`src/rtl/mesh_route_pkg.sv`:
```
package mesh_route_pkg;

    localparam int PORT_N     = 0;
    localparam int PORT_S     = 1;
    localparam int PORT_E     = 2;
    localparam int PORT_W     = 3;
    localparam int PORT_L     = 4;
    localparam int PORT_COUNT = 5;

    typedef logic [PORT_COUNT-1:0] port_vec_t;

    typedef enum logic [2:0] {
        MODE_XY     = 3'd0,
        MODE_YX     = 3'd1,
        MODE_TOGGLE = 3'd2,
        MODE_SRCXOR = 3'd3,
        MODE_TABLE  = 3'd4
    } route_mode_e;

    typedef enum logic {
        ORD_XY = 1'b0,
        ORD_YX = 1'b1
    } order_e;

    // One-hot output direction from the axis comparisons and the ordering.
    function automatic port_vec_t pick_port(order_e ord, logic x_ne, logic x_gt,
                                            logic y_ne, logic y_gt);
        port_vec_t p;
        p = '0;
        if (!x_ne && !y_ne) begin
            p[PORT_L] = 1'b1;
        end else if ((ord == ORD_XY && x_ne) || (ord == ORD_YX && !y_ne)) begin
            if (x_gt) p[PORT_E] = 1'b1;
            else      p[PORT_W] = 1'b1;
        end else begin
            if (y_gt) p[PORT_N] = 1'b1;
            else      p[PORT_S] = 1'b1;
        end
        return p;
    endfunction

endpackage

```
`src/rtl/route_order_sel.sv`:
```
module route_order_sel
    import mesh_route_pkg::*;
#(
    parameter int ID_W = 6
) (
    input  logic            clk,
    input  logic            rst,
    input  logic            head_fire,
    input  route_mode_e     mode,
    input  logic [ID_W-1:0] src_id,
    input  logic [ID_W-1:0] dst_id,
    input  logic            tbl_we,
    input  logic [ID_W-1:0] tbl_addr,
    input  logic            tbl_data,
    output order_e          order
);

    localparam int DEPTH = 1 << ID_W;

    logic             tog_q;
    logic [DEPTH-1:0] tbl_vec;
    logic [ID_W-1:0]  id_mix;

    // Alternation state advances only on head flits in alternating mode.
    always_ff @(posedge clk) begin
        if (rst)                                   tog_q <= 1'b0;
        else if (head_fire && mode == MODE_TOGGLE) tog_q <= ~tog_q;
    end

    // Per-destination ordering bits, one flop each.
    for (genvar i = 0; i < DEPTH; i++) begin : g_ent
        logic bit_q;
        always_ff @(posedge clk) begin
            if (rst)                                        bit_q <= 1'b0;
            else if (tbl_we && tbl_addr == ID_W'(i))        bit_q <= tbl_data;
        end
        assign tbl_vec[i] = bit_q;
    end

    assign id_mix = src_id ^ dst_id;

    always_comb begin
        case (mode)
            MODE_XY:     order = ORD_XY;
            MODE_YX:     order = ORD_YX;
            MODE_TOGGLE: order = order_e'(tog_q);
            MODE_SRCXOR: order = order_e'(id_mix[0]);
            MODE_TABLE:  order = order_e'(tbl_vec[dst_id]);
            default:     order = ORD_XY;
        endcase
    end

    // alternation never moves without a head flit in alternating mode
    assert_toggle_hold_R6: assert property (@(posedge clk) disable iff (rst)
        !(head_fire && mode == MODE_TOGGLE) |=> $stable(tog_q));

endmodule

```
`src/rtl/route_port_calc.sv`:
```
module route_port_calc
    import mesh_route_pkg::*;
#(
    parameter int X_W = 3,
    parameter int Y_W = 3
) (
    input  logic [X_W-1:0] local_x,
    input  logic [Y_W-1:0] local_y,
    input  logic [X_W-1:0] dest_x,
    input  logic [Y_W-1:0] dest_y,
    input  order_e         order,
    output port_vec_t      port
);

    logic x_ne, x_gt, y_ne, y_gt;

    always_comb begin
        x_ne = (dest_x != local_x);
        x_gt = (dest_x >  local_x);
        y_ne = (dest_y != local_y);
        y_gt = (dest_y >  local_y);
        port = pick_port(order, x_ne, x_gt, y_ne, y_gt);
    end

endmodule

```
`src/rtl/route_hold.sv`:
```
module route_hold
    import mesh_route_pkg::*;
(
    input  logic      clk,
    input  logic      rst,
    input  logic      in_valid,
    input  logic      in_head,
    input  port_vec_t new_port,
    input  order_e    new_order,
    output logic      valid_q,
    output port_vec_t port_q,
    output logic      vc_q
);

    always_ff @(posedge clk) begin
        if (rst) begin
            valid_q <= 1'b0;
            port_q  <= port_vec_t'(1 << PORT_L);
            vc_q    <= 1'b0;
        end else begin
            valid_q <= in_valid;
            if (in_valid && in_head) begin
                port_q <= new_port;
                vc_q   <= (new_order == ORD_YX);
            end
        end
    end

    // non-head flits keep the head's route
    assert_body_hold_R9: assert property (@(posedge clk) disable iff (rst)
        (in_valid && !in_head) |=> ($stable(port_q) && $stable(vc_q)));

    // one result per presented flit
    assert_valid_follow_R2: assert property (@(posedge clk) disable iff (rst)
        in_valid |=> valid_q);

endmodule

```
`src/rtl/toggle_route_unit.sv`:
```
module toggle_route_unit
    import mesh_route_pkg::*;
#(
    parameter int X_W = 3,
    parameter int Y_W = 3
) (
    input  logic               clk,
    input  logic               rst,
    input  logic [X_W-1:0]     local_x,
    input  logic [Y_W-1:0]     local_y,
    input  logic               in_valid,
    input  logic               in_head,
    input  logic [X_W-1:0]     dest_x,
    input  logic [Y_W-1:0]     dest_y,
    input  logic [X_W+Y_W-1:0] src_id,
    input  logic [2:0]         mode,
    input  logic               tbl_we,
    input  logic [X_W+Y_W-1:0] tbl_addr,
    input  logic               tbl_data,
    output logic               out_valid,
    output logic [4:0]         out_port,
    output logic               out_vc
);

    localparam int ID_W = X_W + Y_W;

    logic [ID_W-1:0] dst_id;
    logic            head_fire;
    order_e          order;
    port_vec_t       next_port;
    port_vec_t       port_q;

    assign dst_id    = {dest_y, dest_x};
    assign head_fire = in_valid && in_head;

    route_order_sel #(.ID_W(ID_W)) u_order (
        .clk      (clk),
        .rst      (rst),
        .head_fire(head_fire),
        .mode     (route_mode_e'(mode)),
        .src_id   (src_id),
        .dst_id   (dst_id),
        .tbl_we   (tbl_we),
        .tbl_addr (tbl_addr),
        .tbl_data (tbl_data),
        .order    (order)
    );

    route_port_calc #(.X_W(X_W), .Y_W(Y_W)) u_calc (
        .local_x(local_x),
        .local_y(local_y),
        .dest_x (dest_x),
        .dest_y (dest_y),
        .order  (order),
        .port   (next_port)
    );

    route_hold u_hold (
        .clk      (clk),
        .rst      (rst),
        .in_valid (in_valid),
        .in_head  (in_head),
        .new_port (next_port),
        .new_order(order),
        .valid_q  (out_valid),
        .port_q   (port_q),
        .vc_q     (out_vc)
    );

    assign out_port = port_q;

    // a valid result names exactly one port
    assert_onehot_port_R10: assert property (@(posedge clk) disable iff (rst)
        out_valid |-> ($countones(out_port) == 1));

    // a packet addressed here is ejected locally
    assert_local_eject_R5: assert property (@(posedge clk) disable iff (rst)
        (head_fire && dest_x == local_x && dest_y == local_y)
        |=> (out_port == 5'b10000));

    // fixed X-first mode uses channel 0
    assert_xy_channel_R3: assert property (@(posedge clk) disable iff (rst)
        (head_fire && mode == 3'd0) |=> !out_vc);

    // fixed Y-first mode uses channel 1
    assert_yx_channel_R4: assert property (@(posedge clk) disable iff (rst)
        (head_fire && mode == 3'd1) |=> out_vc);

endmodule

```
`config.mk`:
```
export PLATFORM = sky130hd
export DESIGN_NAME = toggle_route_unit
export DESIGN_NICKNAME = d
export VERILOG_FILES = /design/src/rtl/mesh_route_pkg.sv /design/src/rtl/route_order_sel.sv /design/src/rtl/route_port_calc.sv /design/src/rtl/route_hold.sv /design/src/rtl/toggle_route_unit.sv
export SDC_FILE = /design/constraint.sdc
export NUM_CORES = 1
export LEC_CHECK = 0
export ABC_AREA = 1
export BUFFER_PORTS_ARGS = -buffer_cell sky130_fd_sc_hd__buf_2
export CAP_MARGIN = 0
export CORE_MARGIN = 2
export CORE_UTILIZATION = 50
export DETAILED_ROUTE_END_ITERATION = 10
export GPL_ROUTABILITY_DRIVEN = 0
export PLACE_DENSITY = 0.81
export SYNTH_ARGS = -nofsm -noshare
export SYNTH_HDL_FRONTEND = slang
export SYNTH_HIERARCHICAL = 1
export SYNTH_SLANG_ARGS = --single-unit
export TNS_END_PERCENT = 50
```
`constraint.sdc`:
```
create_clock -name clk -period 2.76 [get_ports clk]
set_clock_uncertainty 0.2 [all_clocks]
set_input_delay 0.276 -clock clk [delete_from_list [all_inputs] [get_ports clk]]
set_output_delay 0.276 -clock clk [all_outputs]
set_load 0.02 [all_outputs]
```
==> flow_summary.json, run 1 <==
{
  "critPathKind": "in2reg",
  "io_pins": 40,
  "drv.max_cap_violation_count": 0,
  "placementRows": 32,
  "sequential_cell_area_fraction_in_the_yosys_report": 0.365,
  "grt_pass1_wl_mm": 17.6,
  "grt_use_met1": 0.338,
  "placement.io_buffers": 34,
  "grt_remaining_overflow": 0,
  "maxSlewHeadroom": 0.608,
  "worst-endpoint-required_ns": 2.82,
  "maximum_vdd_drop_mv": 0.242,
  "synthDominantCellAreaShare": 0.365,
  "post-route-min-period_ns": 2.07,
  "max_fanout_on_critical_path": 18,
  "yosys-top-cells-count": "sky130_fd_sc_hd__nand3_1 (112), sky130_fd_sc_hd__nand2_1 (109), sky130_fd_sc_hd__dfxtp_1 (72)",
  "numClockSinks": 72,
  "final.fill_count": 741,
  "unrepaired_setup_endpoints_after_global_routing": "no",
  "cts.htree.levels": 3,
  "synth.lib_cells_used.distinct": 28,
  "cp-end-kind": "flip-flop",
  "slew_viol_final": 0,
  "syn-cell-area_um2": 3950,
  "finish.instance_area_um2": 4350,
  "mappedNetlistNets": 631,
  "initial_utilization": 0.514,
  "setup_tns_ns": 0,
  "synth_async_sr_flop_share": 0,
  "synth_area_leader_cell": "sky130_fd_sc_hd__dfxtp_1",
  "drt-vias-per-instance": 5.84,
  "synth_enable_flop_cells": 0,
  "synthesis.yosys.warnings": 6,
  "placed_cell_area_um2": 4150,
  "power_density_over_the_cells_nw_per_um2": 502,
  "synth.most_common_cell": "sky130_fd_sc_hd__nand3_1",
  "use_met3": 0.0496,
  "fmax_mhz": 484,
  "post_layout_nonfiller_instances": 718,
  "detailedRoute.firstPassIterationCount": 6,
  "route.detailed.drc": 0,
  "dieHeight_um": 92.9,
  "clk_path_buf_depth": 2,
  "syn-instance-count": 592,
  "drt-wirelength-per-cell_um": 15.3,
  "syn-mean-instance-area_um2": 6.68,
  "yosys-top-cells-area": "sky130_fd_sc_hd__dfxtp_1 (36%), sky130_fd_sc_hd__nand3_1 (14%), sky130_fd_sc_hd__nand2_1 (10%), sky130_fd_sc_hd__a21oi_1 (8.4%), sky130_fd_sc_hd__inv_1 (4.9%)",
  "final_clock_period_utilization_by_the_worst_path": 0.749,
  "gr-max-usage-layer": "met2",
  "synth_flop_cell": "sky130_fd_sc_hd__dfxtp_1",
  "hp-class": "in2reg",
  "grt_util_met2": 0.417,
  "outcome": "finished, final reports clean",
  "clk_root_buffer_cell": "sky130_fd_sc_hd__clkbuf_8",
  "die-area_um2": 8640,
  "report.final.hold_viol_count": 0,
  "setup.worst_path.start_class": "primary input",
  "route.antenna.remaining_nets": 0,
  "cts_made_buffers": 9,
  "timing.final.setup_violations": 0,
  "yosys_register_bits": 72,
  "dp_hpwl_mm": 7.22,
  "floorplan.core_area_um2": 7690,
  "grtUsageTotal": 0.256,
  "area.growth.synth_to_final_pct": 9.91,
  "tritoncts_clock_tree": "yes",
  "arrival_ns": 2.12,
  "route.vias.total": 4192,
  "initialDrtViolationCount": 531,
  "static_leakage_nw": 1.67,
  "die-width_um": 92.9,
  "grt_pass1_vias": 3739,
  "antenna_diodes": 0,
  "grt_max_degree": 44,
  "antenna_found_initial": 0,
  "ctsResizeCount": 0,
  "placedCellCount": 702,
  "wl_mm": 11.0,
  "clock_insertion_delay_worst_skew_ns": 0.36,
  "drive_above_1_share": 0.140,
  "finish.net_count": 651,
  "max_slew.worst_pin.slew_ns": 0.588,
  "clk_pin_slew_worst_paths_ns": 0.07
}
-- through the flow --
step           hold slack, ns  total power, mW   util  worst slack [ns]
3_5_place_dp            0.240             1.37  0.540             0.358
4_1_cts               0.00928             2.19  0.565             0.731
2_1_floorplan           0.147             1.28      -             0.811
6_report               0.0147             2.18  0.565             0.693
3_3_place_gp            0.236             1.36  0.540             0.418
5_1_grt                0.0233             2.25  0.565             0.499
-- area by class of cell --
type	count	area, um^2	share of cell area
clock buffers	11	141	0.0325
clock inverters	4	45.0	0.0104
inverters	61	231	0.0533
multi-input cells	425	2090	0.482
flip-flops and latches	72	1440	0.332
well taps	102	128	0.0294
repair buffers	43	265	0.0610
-- cells by family after synthesis --
family,share of synthesized area
AO/OA/AOI/OAI,0.161
XOR/XNOR,0.00222
adder cells (fa/ha/maj),0.0190
buffers and inverters,0.106
flip-flops,0.365
AND/OR/NAND/NOR,0.347
-- registers in the layout (all words and copies together) (netlist names) --
signal               count
u_hold/port_q            5
u_hold/valid_q           1
u_hold/vc_q              1
u_order/g_ent.bit_q     64
u_order/tog_q            1
-- where the power goes --
group	switching [mW]	internal [mW]
sequential	0.00519	1.05
combinational	0.217	0.0863
clock	0.392	0.433
total	0.614	1.57
-- worst max-delay path, stage by stage --
cell                       delay [ns]
sky130_fd_sc_hd__buf_2           0.32
sky130_fd_sc_hd__inv_2           0.23
sky130_fd_sc_hd__nand3_1         0.15
sky130_fd_sc_hd__nand3_1         0.09
sky130_fd_sc_hd__nand2_1         0.09
sky130_fd_sc_hd__nand2_1         0.06
sky130_fd_sc_hd__nand3_1         0.09
sky130_fd_sc_hd__nand3b_1        0.09
sky130_fd_sc_hd__nand2_1         0.09
sky130_fd_sc_hd__nand2_1         0.06
sky130_fd_sc_hd__nand3_1         0.16
sky130_fd_sc_hd__inv_1           0.07
sky130_fd_sc_hd__nand4_1         0.07
sky130_fd_sc_hd__nand2_1         0.05
sky130_fd_sc_hd__inv_1           0.04
sky130_fd_sc_hd__nor2_1          0.03
sky130_fd_sc_hd__nor2_1          0.09
sky130_fd_sc_hd__nor2_1          0.05
-- per-layer routing --
layer  vias up  routed length [um]
met5         -                   0
met2       255                5080
met4         0                 247
li1       2006                   -
met1      1897                4530
met3        34                1140
-- worst paths after layout --
| check | from | end | slack (ns) | cells after the start |
|---|---|---|---|---|
| min reg2reg | u_hold/port_q[4] | u_hold/port_q[4] | 0.26 | 2 |
| max | dest_x[1] | u_hold/port_q[0] | 0.69 | 18 |
| max reg2reg | u_order/g_ent[45].bit_q | u_hold/port_q[0] | 0.83 | 17 |
| min | in_head | u_hold/port_q[4] | 0.01 | 3 |
-- cells in the final DEF, fill, tap and decap left out, drive strengths merged --
cell type    count
clkinv           3
ha               6
nand3          113
nand2          112
xor2             1
o21ai           55
a21oi           67
clkbuf          11
or2              2
nand4            2
nand3b           1
buf             42
nor3            26
nor2            40
inv             61
dfxtp           72
bufinv           1
dlygate4sd3      1
-- what timing repair did --
item | CTS | global route
hold buffers | 1 | 0
buffers inserted | 0 | 0
hold endpoints to repair | 1 | 0
Power figures use the tool's default switching activity.
==> run 2, diff against run 1 <==
==> constraint.sdc (replaced) <==
create_clock -name clk -period 2.14 [get_ports clk]
set_clock_uncertainty 0.2 [all_clocks]
set_input_delay 0.214 -clock clk [delete_from_list [all_inputs] [get_ports clk]]
set_output_delay 0.214 -clock clk [all_outputs]
set_load 0.02 [all_outputs]
==> run 2 against run 1 <==
  * Register-to-register slack got worse by 0.52 ns
  * Clock-buffer cell count rose by 3
  * Non-clock buffer count increased by 6
  * Hold slack better by 0.070 ns
  * Combinational power rose by 33%
  * Utilization rose by 0.67 points
  * Sequential share of layout area down 0.39 points
  * Total power up 25%
  * Cell area grew 1.2%
  * Setup slack got worse by 0.38 ns
  * Clock power grew 18%
  * Largest cell class unchanged
==> flow_summary.json, run 2 (synthesized netlist as in run 1, its figures left out) <==
{
  "cp-end-kind": "flip-flop",
  "grt_pass1_vias": 3709,
  "fmax_mhz": 548,
  "layout_common_cells": "sky130_fd_sc_hd__nand3_1 (111), sky130_fd_sc_hd__nand2_1 (109), sky130_fd_sc_hd__dfxtp_1 (72)",
  "holdWs_ns": 0.0851,
  "use_met3": 0.0488,
  "route.antenna.remaining_nets": 0,
  "outcome": "finished, final reports clean",
  "max_flop_register": "u_order/g_ent.bit_q",
  "maximum_vdd_drop_mv": 0.279,
  "unrepaired_setup_endpoints_after_global_routing": "no",
  "grtUsageTotal": 0.256,
  "initialDrtViolationCount": 444,
  "detailedRoute.firstPassIterationCount": 6,
  "die-width_um": 92.9,
  "mostFrequentLayoutCell": "sky130_fd_sc_hd__nand3_1",
  "detailedPlace.worstSlack_ns": 0.000122,
  "dp_hpwl_mm": 7.16,
  "grt_max_degree": 68,
  "seqCellArea_um2": 1440,
  "arrival_ns": 1.91,
  "worst-endpoint-required_ns": 2.22,
  "dieHeight_um": 92.9,
  "antenna_diodes": 0,
  "grt_pass1_wl_mm": 17.7,
  "static_leakage_nw": 1.70,
  "tritoncts_clock_tree": "yes",
  "timing.critical_path.slowest_stage_cell": "sky130_fd_sc_hd__dfxtp_1",
  "critical_path.cell_chain": "nand2_1 > nand3_1 > nand3_1 > nand2_1 > nand2_1 > nand3_1 > nand3b_1 > nand2_1 > nand2_1 > nand3_2 > inv_1 > nand4_1 > nand2_1 > inv_1 > nor2_1 > nor2_1 > nor2_1",
  "setup.worst_path.start_class": "flip-flop",
  "initial_utilization": 0.514,
  "placementRows": 32,
  "post_layout_nonfiller_instances": 723,
  "timing.final.setup_violations": 0,
  "slew_viol_final": 0,
  "placedCellCount": 707,
  "drive_above_1_share": 0.145,
  "numClockSinks": 72,
  "wl_mm": 11.0,
  "clock_insertion_delay_worst_skew_ns": 0.34,
  "io_pins": 40,
  "route.vias.total": 4206,
  "cp_slowest_stage_delay_ns": 0.33,
  "grt_remaining_overflow": 0,
  "final_clock_period_utilization_by_the_worst_path": 0.853,
  "critical-path-top-cell-by-count": "sky130_fd_sc_hd__nand2_1",
  "clk_path_buf_depth": 2,
  "max_fanout_on_critical_path": 4,
  "report.final.hold_viol_count": 0,
  "clk_pin_slew_worst_paths_ns": 0.07,
  "maxSlewHeadroom": 0.674,
  "drt-wirelength-per-cell_um": 15.3,
  "hp-class": "in2reg",
  "cts_made_buffers": 9,
  "cts.htree.levels": 3,
  "gr-max-usage-layer": "met2",
  "die-area_um2": 8640,
  "postLayoutSetupSlackWorst_ns": 0.314,
  "clk_root_buffer_cell": "sky130_fd_sc_hd__clkbuf_8",
  "area.growth.synth_to_final_pct": 11.2,
  "largest_register_ff_count": 64,
  "drt-vias-per-instance": 5.82,
  "grt_util_met2": 0.415,
  "totalPowerFinal_mw": 2.73,
  "post-route-min-period_ns": 1.83,
  "finish.net_count": 657,
  "final.fill_count": 728,
  "largestRegisters": "u_order/g_ent.bit_q: 64 flops, u_hold/port_q: 5 flops",
  "drv.max_cap_violation_count": 0,
  "grt_use_met1": 0.343,
  "multi_input_gate_area_um2": 2100,
  "floorplan.core_area_um2": 7690,
  "antenna_found_initial": 0,
  "max_slew.worst_pin.slew_ns": 0.487,
  "post_cts_buffers": 0,
  "placement.io_buffers": 34,
  "setup_tns_ns": 0,
  "critPathKind": "reg2reg",
  "route.detailed.drc": 0,
  "power_density_over_the_cells_nw_per_um2": 622
}
## run 2: final cells by class
class | instances | share of cell area
multi-input cells | 425 | 0.477
flip-flops and latches | 72 | 0.328
repair buffers | 49 | 0.0740
inverters | 61 | 0.0526
clock buffers | 14 | 0.0393
well taps | 102 | 0.0290
## run 2: metrics by stage
step | utilization | instance area, um^2
2_1_floorplan | - | 3950
3_3_place_gp | 0.546 | 4200
3_5_place_dp | 0.546 | 4200
4_1_cts | 0.571 | 4390
5_1_grt | 0.572 | 4400
6_report | 0.572 | 4400
## run 2: what timing repair did
action                                  4_1_cts  5_1_grt
hold endpoints to repair                      2        0
hold buffers                                  2        0
gates resized for setup                       0        2
endpoints found under the setup margin        0        1
## run 2: routing by layer
layer / share of wire / vias up
met1: 0.41 / 1902
li1: - / 2021
met4: 0.022 / 0
met3: 0.10 / 27
met5: 0 / -
met2: 0.46 / 256
## run 2: path summary, 6_finish.rpt
| path | start | end | slack (ns) | cells past startpoint |
|---|---|---|---|---|
| hold reg to reg | u_hold/port_q[4] | u_hold/port_q[4] | 0.26 | 2 |
| hold / removal | mode[2] | u_order/tog_q | 0.09 | 5 |
| setup reg to reg | u_order/g_ent[37].bit_q | u_hold/port_q[0] | 0.31 | 17 |
| setup / recovery | u_order/g_ent[37].bit_q | u_hold/port_q[0] | 0.31 | 17 |
## run 2: worst max-delay path, delay by kind of cell (launching register included)
| family | cells | cell delay (ns) |
|---|---|---|
| AND/OR/NAND/NOR | 15 | 1.13 |
| flip-flops | 1 | 0.33 |
| buffers and inverters | 2 | 0.10 |
## run 2: report_power, final
| part | internal, mW | switching, mW | total (mW) |
|---|---|---|---|
| clock | 0.505 | 0.465 | 0.970 |
| combinational | 0.123 | 0.281 | 0.404 |
| sequential | 1.35 | 0.00672 | 1.36 |
